File: config.mk
export PLATFORM = sky130hd
export DESIGN_NAME = psram_pwr_ctrl
export DESIGN_NICKNAME = d
export VERILOG_FILES = /design/src/rtl/psram_pwr_pkg.sv /design/src/rtl/psram_us_window.sv /design/src/rtl/psram_mode_reg.sv /design/src/rtl/psram_pwr_fsm.sv /design/src/rtl/psram_pwr_ctrl.sv
export SDC_FILE = /design/constraint.sdc
export NUM_CORES = 1
export LEC_CHECK = 0
export CORE_AREA = 2 2 57 59
export DETAILED_ROUTE_END_ITERATION = 12
export DIE_AREA = 0 0 59 61
export GPL_ROUTABILITY_DRIVEN = 0
export PLACE_DENSITY_LB_ADDON = 0.15
export SLEW_MARGIN = 20
export SYNTH_ARGS = -nofsm -noshare
export SYNTH_HDL_FRONTEND = slang
export SYNTH_HIERARCHICAL = 1
export SYNTH_SLANG_ARGS = --single-unit
File: constraint.sdc
create_clock -name clk -period 2.44 [get_ports clk]
set_clock_uncertainty 0.1 [all_clocks]
set_input_delay 0.488 -clock clk [delete_from_list [all_inputs] [get_ports clk]]
set_output_delay 0.488 -clock clk [all_outputs]
set_load 0.005 [all_outputs]
File: src/rtl/psram_pwr_pkg.sv
package psram_pwr_pkg;

  typedef enum logic [1:0] {
    PS_ACT  = 2'd0,
    PS_PAR  = 2'd1,
    PS_DEEP = 2'd2
  } pwr_state_e;

  typedef enum logic [1:0] {
    SP_FULL = 2'd0,
    SP_HALF = 2'd1,
    SP_QTR  = 2'd2,
    SP_RSVD = 2'd3
  } span_e;

  typedef struct packed {
    logic  ds_off;
    logic  part_sel;
    logic  rms_mode;
    span_e span;
  } mode_cfg_t;

  function automatic mode_cfg_t cfg_default(input bit dsa);
    mode_cfg_t c;
    c.ds_off   = ~dsa;
    c.part_sel = 1'b0;
    c.rms_mode = 1'b0;
    c.span     = SP_FULL;
    return c;
  endfunction

  function automatic span_e span_norm(input span_e s);
    return (s == SP_RSVD) ? SP_FULL : s;
  endfunction

endpackage

File: src/rtl/psram_us_window.sv
module psram_us_window #(
  parameter int CLK_PER_US = 250
) (
  input  logic clk,
  input  logic rst_n,
  input  logic zz_n,
  output logic win_open,
  output logic win_done
);
  localparam int CW = $clog2(CLK_PER_US + 1);
  localparam logic [CW-1:0] LIM = CW'(CLK_PER_US);

  logic [CW-1:0] cnt_q, cnt_d;
  logic          cnt_en;

  always_comb begin
    cnt_en = zz_n || (cnt_q != LIM);
    cnt_d  = zz_n ? '0 : cnt_q + 1'b1;
  end

  always_ff @(posedge clk or negedge rst_n) begin
    if (!rst_n)      cnt_q <= '0;
    else if (cnt_en) cnt_q <= cnt_d;
  end

  assign win_open = !zz_n && (cnt_q != LIM);
  assign win_done = !zz_n && (cnt_q == LIM);


  cnt_cap_chk: assert property (@(posedge clk) disable iff (!rst_n)
    cnt_q <= LIM);

  cnt_clr_chk: assert property (@(posedge clk) disable iff (!rst_n)
    zz_n |=> (cnt_q == '0));
endmodule

File: src/rtl/psram_mode_reg.sv
module psram_mode_reg
  import psram_pwr_pkg::*;
#(
  parameter bit DSA_DEFAULT = 1'b1
) (
  input  logic      clk,
  input  logic      rst_n,
  input  logic      zz_n,
  input  logic      wr_en,
  input  mode_cfg_t cfg_in,
  input  logic      wipe,
  output mode_cfg_t cfg_q,
  output span_e     rms_span
);
  localparam mode_cfg_t DEF = cfg_default(DSA_DEFAULT);

  mode_cfg_t cfg_d;
  span_e     span_q, span_d;
  logic      zz_q, wake;

  always_comb begin
    wake   = zz_n && !zz_q;
    cfg_d  = wipe ? DEF : cfg_in;
    span_d = cfg_q.rms_mode ? span_norm(cfg_q.span) : SP_FULL;
  end

  always_ff @(posedge clk or negedge rst_n) begin
    if (!rst_n) begin
      cfg_q  <= DEF;
      span_q <= SP_FULL;
      zz_q   <= 1'b1;
    end else begin
      zz_q <= zz_n;
      if (wipe || wr_en) cfg_q  <= cfg_d;
      if (wake)          span_q <= span_d;
    end
  end

  assign rms_span = span_q;


  cfg_hold_chk: assert property (@(posedge clk) disable iff (!rst_n)
    (!wr_en && !wipe) |=> $stable(cfg_q));

  cfg_wipe_chk: assert property (@(posedge clk) disable iff (!rst_n)
    wipe |=> (cfg_q == DEF));

  span_hold_chk: assert property (@(posedge clk) disable iff (!rst_n)
    (!zz_n || zz_q) |=> $stable(span_q));
endmodule

File: src/rtl/psram_pwr_fsm.sv
module psram_pwr_fsm
  import psram_pwr_pkg::*;
(
  input  logic       clk,
  input  logic       rst_n,
  input  logic       zz_n,
  input  logic       win_done,
  input  logic       ds_off,
  input  logic       acc_valid,
  output pwr_state_e state_q,
  output logic       lost_q,
  output logic       deep_enter
);
  pwr_state_e state_d;
  logic       lost_d, lost_en;

  always_comb begin
    deep_enter = !zz_n && win_done && (state_q == PS_ACT) && !ds_off;
    state_d    = state_q;
    if (zz_n)
      state_d = PS_ACT;
    else if ((state_q == PS_ACT) && win_done)
      state_d = ds_off ? PS_PAR : PS_DEEP;
    lost_en = deep_enter || (zz_n && acc_valid);
    lost_d  = deep_enter;
  end

  always_ff @(posedge clk or negedge rst_n) begin
    if (!rst_n) begin
      state_q <= PS_ACT;
      lost_q  <= 1'b0;
    end else begin
      state_q <= state_d;
      if (lost_en) lost_q <= lost_d;
    end
  end


  deep_hold_chk: assert property (@(posedge clk) disable iff (!rst_n)
    (state_q == PS_DEEP && !zz_n) |=> (state_q == PS_DEEP));

  deep_entry_chk: assert property (@(posedge clk) disable iff (!rst_n)
    (state_q == PS_DEEP && $past(state_q) != PS_DEEP) |-> ($past(state_q) == PS_ACT));

  deep_lost_chk: assert property (@(posedge clk) disable iff (!rst_n)
    (state_q == PS_DEEP) |-> lost_q);
endmodule

File: src/rtl/psram_pwr_ctrl.sv
module psram_pwr_ctrl
  import psram_pwr_pkg::*;
#(
  parameter int ADDR_W      = 21,
  parameter int CLK_PER_US  = 250,
  parameter bit DSA_DEFAULT = 1'b1
) (
  input  logic              clk,
  input  logic              rst_n,
  input  logic              zz_n,
  input  logic              cfg_we,
  input  logic [4:0]        cfg_bits,
  input  logic              acc_valid,
  input  logic [ADDR_W-1:0] addr_in,
  output logic [ADDR_W-1:0] addr_out,
  output logic              refresh_en,
  output logic [1:0]        ref_span,
  output logic              ref_part_sel,
  output logic [1:0]        pwr_state,
  output logic              data_lost
);
  logic       win_open, win_done, deep_enter, par_live;
  mode_cfg_t  cfg_q;
  span_e      rms_span;
  pwr_state_e state_q;

  psram_us_window #(.CLK_PER_US(CLK_PER_US)) win_i (
    .clk(clk), .rst_n(rst_n), .zz_n(zz_n),
    .win_open(win_open), .win_done(win_done)
  );

  psram_mode_reg #(.DSA_DEFAULT(DSA_DEFAULT)) reg_i (
    .clk(clk), .rst_n(rst_n), .zz_n(zz_n),
    .wr_en(cfg_we && win_open), .cfg_in(mode_cfg_t'(cfg_bits)),
    .wipe(deep_enter), .cfg_q(cfg_q), .rms_span(rms_span)
  );

  psram_pwr_fsm fsm_i (
    .clk(clk), .rst_n(rst_n), .zz_n(zz_n), .win_done(win_done),
    .ds_off(cfg_q.ds_off), .acc_valid(acc_valid),
    .state_q(state_q), .lost_q(data_lost), .deep_enter(deep_enter)
  );

  always_comb begin
    par_live     = (state_q == PS_PAR) && !cfg_q.rms_mode;
    ref_span     = par_live ? span_norm(cfg_q.span) : SP_FULL;
    ref_part_sel = par_live && cfg_q.part_sel;
    refresh_en   = (state_q != PS_DEEP);
    pwr_state    = state_q;
  end

  for (genvar b = 0; b < ADDR_W; b++) begin : g_clip
    if (b == ADDR_W - 1) begin : g_top
      assign addr_out[b] = addr_in[b] && (rms_span == SP_FULL);
    end else if (b == ADDR_W - 2) begin : g_next
      assign addr_out[b] = addr_in[b] && (rms_span != SP_QTR);
    end else begin : g_pass
      assign addr_out[b] = addr_in[b];
    end
  end


  ref_off_deep_chk: assert property (@(posedge clk) disable iff (!rst_n)
    (deep_enter) |=> !refresh_en);
endmodule

==> reports/results.txt, run 1 <==
The clock slew seen by the registers of the worst setup and hold paths was 0.11 ns; the summed negative setup slack over all endpoints was 0 ns. The synthesized design contains 19 register bits. For this block, the via count after detailed routing is 772.

The finished cells cover 0.00126 mm2. From left edge to right edge, the die measures 59 um. TritonCTS built the clock tree.

The wire length of the first global-routing pass is 3.64 mm, and the area of the die is 0.00360 mm2. Once detail routing completed, the nets flagged for antenna violations numbered 0. The path class of the tightest hold or removal check is flip-flop to flip-flop. The clock net in this run drives a total of 19 sinks.

Clock tree synthesis inserted a total of 3 buffers. After detailed placement, the total cell area comes to 0.00121 mm2. The data required time at the worst endpoint came out at 1.85 ns. For this design the total switching power over the nets is 0.155 mW. In this run, the clock network consumes 26.1% of the power. Dividing the detail-routed via count by the number of cells gives 5.11. Net total in the final layout: 152. The switching part of the total power is 25.5%. Derived from the worst setup path, the maximum achievable clock frequency is 435 MHz.

Global routing finished with a remaining overflow of 0. In this run, flip-flops and latches consume 58.9% of the power. The worst vdd rail ir drop is 0.231 mV, and the instance count after placement with tap cells included is 144. STA classifies the critical path startpoint as a flip-flop. The maximum fanout count along the critical path was 3; the count of TritonRoute iterations in the first routing pass was 2.

The largest total area in the synthesized netlist belongs to sky130_fd_sc_hd__dfrtp_1. Sorting the synthesized cells by how often they occur yields 20 x sky130_fd_sc_hd__buf_4, 18 x sky130_fd_sc_hd__dfrtp_1, 13 x sky130_fd_sc_hd__nor2_1, 5 x sky130_fd_sc_hd__inv_1, 5 x sky130_fd_sc_hd__mux2i_1. Summing every instance area after synthesis gives 0.00110 mm2. The number of different library cells used by synthesis comes to 34. Global routing consumed, over all layers together, 13.4% of the routing resources. The fraction of post-synthesis cell area in the top cell type by area works out to 40.9%.

Port buffering added 20 buffers. The mean instance size in the synthesized netlist works out to 10.0 um2. The highest layer used for signal routing was met4.

Setup repair after global routing left no endpoint under its margin. For the maximum root-to-sink buffer count, the log shows 2. The number of instances in the synthesized netlist was 110. The detailed-route wire length on metal 1 was 905 um; the minimum period implied by the final worst setup slack was 2.30 ns. For this run, design rule violations remaining after detail routing come to 0.

The tree is rooted in a sky130_fd_sc_hd__clkbuf_4. The core box area came out at 0.00295 mm2. The power density over cell area works out to 481 mW/mm2. Wire length on met3: 145 um. The number of buffers added to fix hold violations after cts is 0, and the ratio of cells with drive above 1 in the final layout is 16.1%. The type of the worst setup path is flip-flop to primary output. For the number of antenna violations at the first check in global routing, the log shows 0. For the worst setup path, the data arrival time is 1.71 ns. The kind of capture point of the worst setup path was a primary output. Combinational cells account for 15.0% of the total power.

The tools report the number of H-tree levels as 1. For the pin with the worst max-slew slack, the measured transition is 0.378 ns. After layout, the worst path uses 94.1% of the clock period. Headroom to the max-slew limit came out at 74.6%. The flow ran to the end, and the final reports show no timing, DRC or antenna violations.

Post-synthesis to final-layout area growth: 14.5%. The later pin in the worst-skew pair is clocked with a latency of 0.29 ns. The leading cell type by number of instances after synthesis is sky130_fd_sc_hd__buf_4. The number of slew-limit violations in the final report is 0. Measured on the finished design, the core utilization comes to 42.8%.

The via count of the first global-routing pass was 840; the count of warnings emitted by yosys was 6. Across the run, the number of max-cap violations was 0. The leakage power total was 0.565 nW.

Maximum number of pins on one net before global-route repair: 20. The logs give 59 for the total I/O pin count and 0 for the number of antenna cells inserted. The non-filler instance count after layout was 151; the post-synthesis net count was 143. The routed design uses 990 um of met2 wire. In the synthesized netlist the dominant register cell turns out to be sky130_fd_sc_hd__dfrtp_1.

The hold violation total from the final report was 0. The effective utilization at floorplan is 37.3%. The number of core rows was 20. Sorting the synthesized cells by area gives the leading types as sky130_fd_sc_hd__dfrtp_1 41%, sky130_fd_sc_hd__buf_4 14%, sky130_fd_sc_hd__mux2i_1 4.5%.

The die boundary height is 61 um, and the post-route worst hold slack is 0.409 ns. In the synthesized netlist the async set-or-reset flop fraction comes to 100%. After detailed routing, the average wire length per cell comes to 13.8 um. For this run, the register share of the synthesized area comes to 43.2%. Setup slack on the worst reg-to-reg path comes out at 0.48 ns. The number of DRC markers in iteration 0 was 15. Detailed placement ended at an HPWL of 1.58 mm. The synthesized design contains 0 enable-type register cells. Detailed-route wire length: 2.08 mm. The internal power of the cells totals 0.453 mW. Setup violations remaining at the end of the flow were counted as 0.
logic make-up (layout without fill, tap and decap cells):
| logic type | Yosys count | in the layout | synth area share, % |
|---|---|---|---|
| XOR/XNOR | 3 | 3 | 2.38 |
| multiplexers | 6 | 6 | 5.56 |
| flip-flops | 19 | 19 | 43.2 |
| buffers and inverters | 27 | 35 | 16.1 |
| AND/OR/NAND/NOR | 40 | 40 | 22.4 |
| AO/OA/AOI/OAI | 13 | 13 | 8.06 |
| adder cells (fa/ha/maj) | 2 | 2 | 2.27 |
worst max-delay path, stage by stage (launching register included):
cell,delay (ns)
sky130_fd_sc_hd__dfrtp_1,0.40
sky130_fd_sc_hd__or3b_4,0.42
sky130_fd_sc_hd__nor2_1,0.09
sky130_fd_sc_hd__clkdlybuf4s50_1,0.50
final cells by class:
| cell class | count | area, um2 |
|---|---|---|
| Clock inverter | 1 | 5.00 |
| Multi-Input combinational cell | 64 | 448 |
| Fill cell | 303 | 1690 |
| Timing Repair Buffer | 26 | 250 |
| Tap cell | 33 | 41.3 |
| Clock buffer | 3 | 22.5 |
| Inverter | 5 | 18.8 |
| Sequential cell | 19 | 477 |
stage by stage:
stage / power [mW] / setup slack [ns]
6_report: 0.607 / 0.143
5_1_grt: 0.649 / 0.0590
4_1_cts: 0.624 / 0.0201
3_5_place_dp: 0.454 / 0.156
3_3_place_gp: 0.450 / 0.235
2_1_floorplan: 0.429 / 0.730
metal layers:
metal / track usage, % / up-vias
met2: 22.5 / 36
met5: 0 / -
met1: 15.6 / 359
met4: 7.14 / 0
met3: 3.62 / 4
li1: - / 373
sequential cells by signal, indices dropped and copies added, names as in the netlist:
signal / count
reg_i/rms_span: 2
fsm_i/state_q: 2
fsm_i/lost_q: 1
reg_i/zz_q: 1
reg_i/cfg_q: 5
win_i/cnt_q: 8
layout by cell type (no fill, tap or decap), types with 2 or more instances in the layout:
master	count
sky130_fd_sc_hd__xor2_1	2
sky130_fd_sc_hd__ha_1	2
sky130_fd_sc_hd__mux2i_1	5
sky130_fd_sc_hd__clkdlybuf4s50_1	18
sky130_fd_sc_hd__inv_1	5
sky130_fd_sc_hd__a21oi_1	4
sky130_fd_sc_hd__clkbuf_4	3
sky130_fd_sc_hd__nor2_1	13
sky130_fd_sc_hd__buf_4	6
sky130_fd_sc_hd__nor3b_2	2
sky130_fd_sc_hd__a22o_1	2
sky130_fd_sc_hd__and4bb_1	2
sky130_fd_sc_hd__nand3_1	3
sky130_fd_sc_hd__o21ai_0	3
sky130_fd_sc_hd__nand2_1	4
sky130_fd_sc_hd__nor3_1	2
sky130_fd_sc_hd__nand2b_1	3
sky130_fd_sc_hd__dlymetal6s2s_1	2
sky130_fd_sc_hd__or3_1	3
sky130_fd_sc_hd__dfrtp_1	18
timing repair:
action / 4_1_cts / 5_1_grt
gates cloned: 0 / 0
endpoints found under the setup margin: 2 / 2
setup buffers: 3 / 0
hold endpoints to repair: 0 / 0
pin swaps: 0 / 0
gates resized for setup: 0 / 2
power groups by stage:
stage,Sequential (mW),Clock [mW],Combinational [mW]
floorplan,0.357,0,0.0720
global placement,0.364,0,0.0857
detailed placement,0.366,0,0.0878
CTS,0.358,0.172,0.0933
global route,0.363,0.184,0.102
finish,0.358,0.158,0.0911
path summary, 6_finish.rpt:
kind                                            start                          to  cells past startpoint
hold reg to reg              fsm_i/lost_q$_DFFE_PN0P_    fsm_i/lost_q$_DFFE_PN0P_                      1
min in group asynchronous                       rst_n  reg_i/cfg_q[3]$_DFFE_PN0P_                      2
max in group asynchronous                       rst_n        reg_i/zz_q$_DFF_PN1_                      2
setup / recovery           reg_i/cfg_q[2]$_DFFE_PN0P_                ref_part_sel                      3
setup reg to reg           win_i/cnt_q[0]$_DFFE_PN0P_  reg_i/cfg_q[3]$_DFFE_PN0P_                      8
hold / removal               fsm_i/lost_q$_DFFE_PN0P_    fsm_i/lost_q$_DFFE_PN0P_                      1
Power figures use the tool's default switching activity.
==> inputs of run 2 (changes only) <==
Settings changed: CAP_MARGIN from default to 20.
Clock period 2.44 ns to 2.6 ns, I/O delays scaled along.
==> run 2 against run 1 <==
Die area unchanged. Sequential power fell by 6.1%. Routed wire length is 3.4% lower. Via count up 0.78%. Worst setup slack hardly changed. Clock power down 6%. First-iteration DRC count is 40% lower. Sequential cell count unchanged. Largest cell class unchanged.
==> reports/results.txt, run 2 (synthesized netlist as in run 1, its figures left out) <==
After global routing the overflow that remains totals 0. The number of setup buffers added after CTS is 0. Setup repair after global routing left no endpoint under its margin.

The fmax is 407 MHz. The final clock period utilization by the worst path came out at 94.5%. Max-cap violations in this run came to 0. The worst vdd rail ir drop came out at 0.211 mV. The part of the total power dissipated in combinational logic came out at 14.1%. The floorplan step defined a die boundary enclosing 0.00360 mm2.

The clock net in this run drives a total of 19 sinks. In the routed design, unresolved DRC markers number 0. The worst relative slew slack was 72.7%.

The number of DRC markers in iteration 0 is 9. The floorplan step set the die width to 59 um. The run finished with clean final reports. The slew at the pin with the worst max-slew slack is 0.406 ns. Detailed placement finished with a half-perimeter wire length of 1.53 mm. In this run the power density over the cells is 460 mW/mm2. After detailed routing, the number of vias per cell comes to 5.29. The number of slew-limit violations in the final report came out at 0. Across every metal layer, demand over resource in global routing totals 12.5%. The die is 61 um tall. The number of buffers added to fix hold violations after cts was 0; the leakage power total was 0.504 nW.

The kind of capture point of the worst setup path was a primary output. Total power for the finished layout comes to 0.564 mW. The core box area came out at 0.00295 mm2. OpenSTA, run right after detailed placement, puts the worst setup slack at 0.321 ns.

The routed design could run at a clock period as short as 2.46 ns. No sink is reached through more buffers than the 2 on the longest clock path. The maximum fanout count along the critical path is 4, and the number of input and output port buffers inserted is 20. The finished layout holds 147 standard cells, fillers aside. Once detail routing completed, the nets flagged for antenna violations numbered 0. Leaving out fill and tap cells, the most frequent cell in the layout is sky130_fd_sc_hd__clkdlybuf4s50_1.

The ratio of cells with drive above 1 in the final layout is 12.3%. In the final routed layout, each cell accounts on average for 13.7 um. The class of the worst hold path was flip-flop to flip-flop.

The clock insertion delay at the later pin of the skew report was 0.29 ns. The largest registers in the layout are win_i/cnt_q (8), reg_i/cfg_q (5). The total CTS buffers is 3. For this configuration, the core starts out at a cell density of 37.3%. At the worst endpoint, the arrival time is 1.84 ns. The run gives 0 as the number of antenna violations at the first check in global routing. Clock-pin slew was measured on the worst setup and hold paths at 0.11 ns. Cell internal power was estimated by the tool at 0.423 mW.

The tools report the quantity of gates resized following cts as 0. TritonCTS built the clock tree. The cell sitting at the root of the clock tree is a sky130_fd_sc_hd__clkbuf_4.

After the last flow step, the layout net total stands at 148. The worst setup path is launched from a flip-flop. The setup-violating endpoint count in the final report is 0, and the total number of vias is 778. The first global-routing pass estimated 3.46 mm of wire. The via count of the first global-routing pass came out at 806. The summed negative setup slack over all endpoints came out at 0 ns.

The top cell types in the final layout, fill and taps aside, are 20 x sky130_fd_sc_hd__clkdlybuf4s50_1, 18 x sky130_fd_sc_hd__dfrtp_1, 13 x sky130_fd_sc_hd__nor2_1. For this block, the routed nets add up to 2.01 mm of wire. Type of the worst setup path: flip-flop to primary output. The instance count after placement with tap cells included came out at 143.

Register ranked first by flip-flop count: win_i/cnt_q. For this run, the detailed router's first-pass iteration total came to 4. Entering global routing, the biggest net connects 20 pins. The logs give 26.3% for the share of power burned in the clock network and 0 for the number of antenna cells inserted. The data required time at the worst endpoint is 1.98 ns, and the switching part of the total power is 25.0%.

The switching power total was 0.141 mW. For the number of H-tree levels, the log shows 1. The share of total power dissipated in sequential elements is 59.6%.

The run gives 0 as the hold violation total from the final report. In the post-route analysis, the smallest setup slack over all paths is 0.143 ns. The post-synthesis to final-layout area growth is 11.2%. The worst register-to-register path has a setup slack of 0.63 ns. The total I/O pin count is 59. The flip-flop count of the largest register after layout came out at 8. The number of core rows was 20.
-- run 2: area by class of cell --
class	count	area (um2)
sequential	19	477
timing repair buffer	22	215
fill	307	1730
multi-input combinational	64	448
clock buffer	4	26.3
tap	33	41.3
inverter	5	18.8
-- run 2: worst max-delay path: stages (launching register included) --
cell and delay, ns:
sky130_fd_sc_hd__dfrtp_1 0.43, sky130_fd_sc_hd__or3b_4 0.43, sky130_fd_sc_hd__nor3b_2 0.17, sky130_fd_sc_hd__clkdlybuf4s50_1 0.51
-- run 2: worst paths after layout --
check,start,end,cells past startpoint
min in group asynchronous,rst_n,reg_i/cfg_q[1]$_DFFE_PN0P_,2
max in group asynchronous,rst_n,reg_i/zz_q$_DFF_PN1_,2
worst max-delay path,reg_i/cfg_q[2]$_DFFE_PN0P_,ref_span[1],3
worst min register to register,fsm_i/lost_q$_DFFE_PN0P_,fsm_i/lost_q$_DFFE_PN0P_,1
worst max register to register,win_i/cnt_q[0]$_DFFE_PN0P_,reg_i/cfg_q[4]$_DFFE_PN0P_,8
worst min-delay path,fsm_i/lost_q$_DFFE_PN0P_,fsm_i/lost_q$_DFFE_PN0P_,1
-- run 2: power by group through the flow --
stage,Sequential (mW),Clock (mW),Combinational (mW)
after global routing,0.341,0.168,0.0881
after floorplan,0.335,0,0.0676
after global placement,0.342,0,0.0793
after detailed placement,0.342,0,0.0811
after CTS,0.337,0.157,0.0815
final,0.336,0.148,0.0794
-- run 2: layer usage --
| metal | part of all wire (%) | track usage [%] | up-vias |
|---|---|---|---|
| li1 | - | - | 359 |
| met1 | 45 | 15.5 | 383 |
| met2 | 48 | 21.0 | 34 |
| met3 | 6.3 | 3.41 | 2 |
| met4 | 0.65 | 4.87 | 0 |
| met5 | 0 | 0 | - |
-- run 2: stage by stage --
| stage | cell area [um2] | hold WS, ns | util, % |
|---|---|---|---|
| 3_3_place_gp | 1200 | 0.391 | 40.6 |
| 5_1_grt | 1230 | 0.450 | 41.5 |
| 3_5_place_dp | 1200 | 0.393 | 40.6 |
| 4_1_cts | 1230 | 0.425 | 41.5 |
| 6_report | 1230 | 0.414 | 41.5 |
| 2_1_floorplan | 1100 | 0.124 | - |
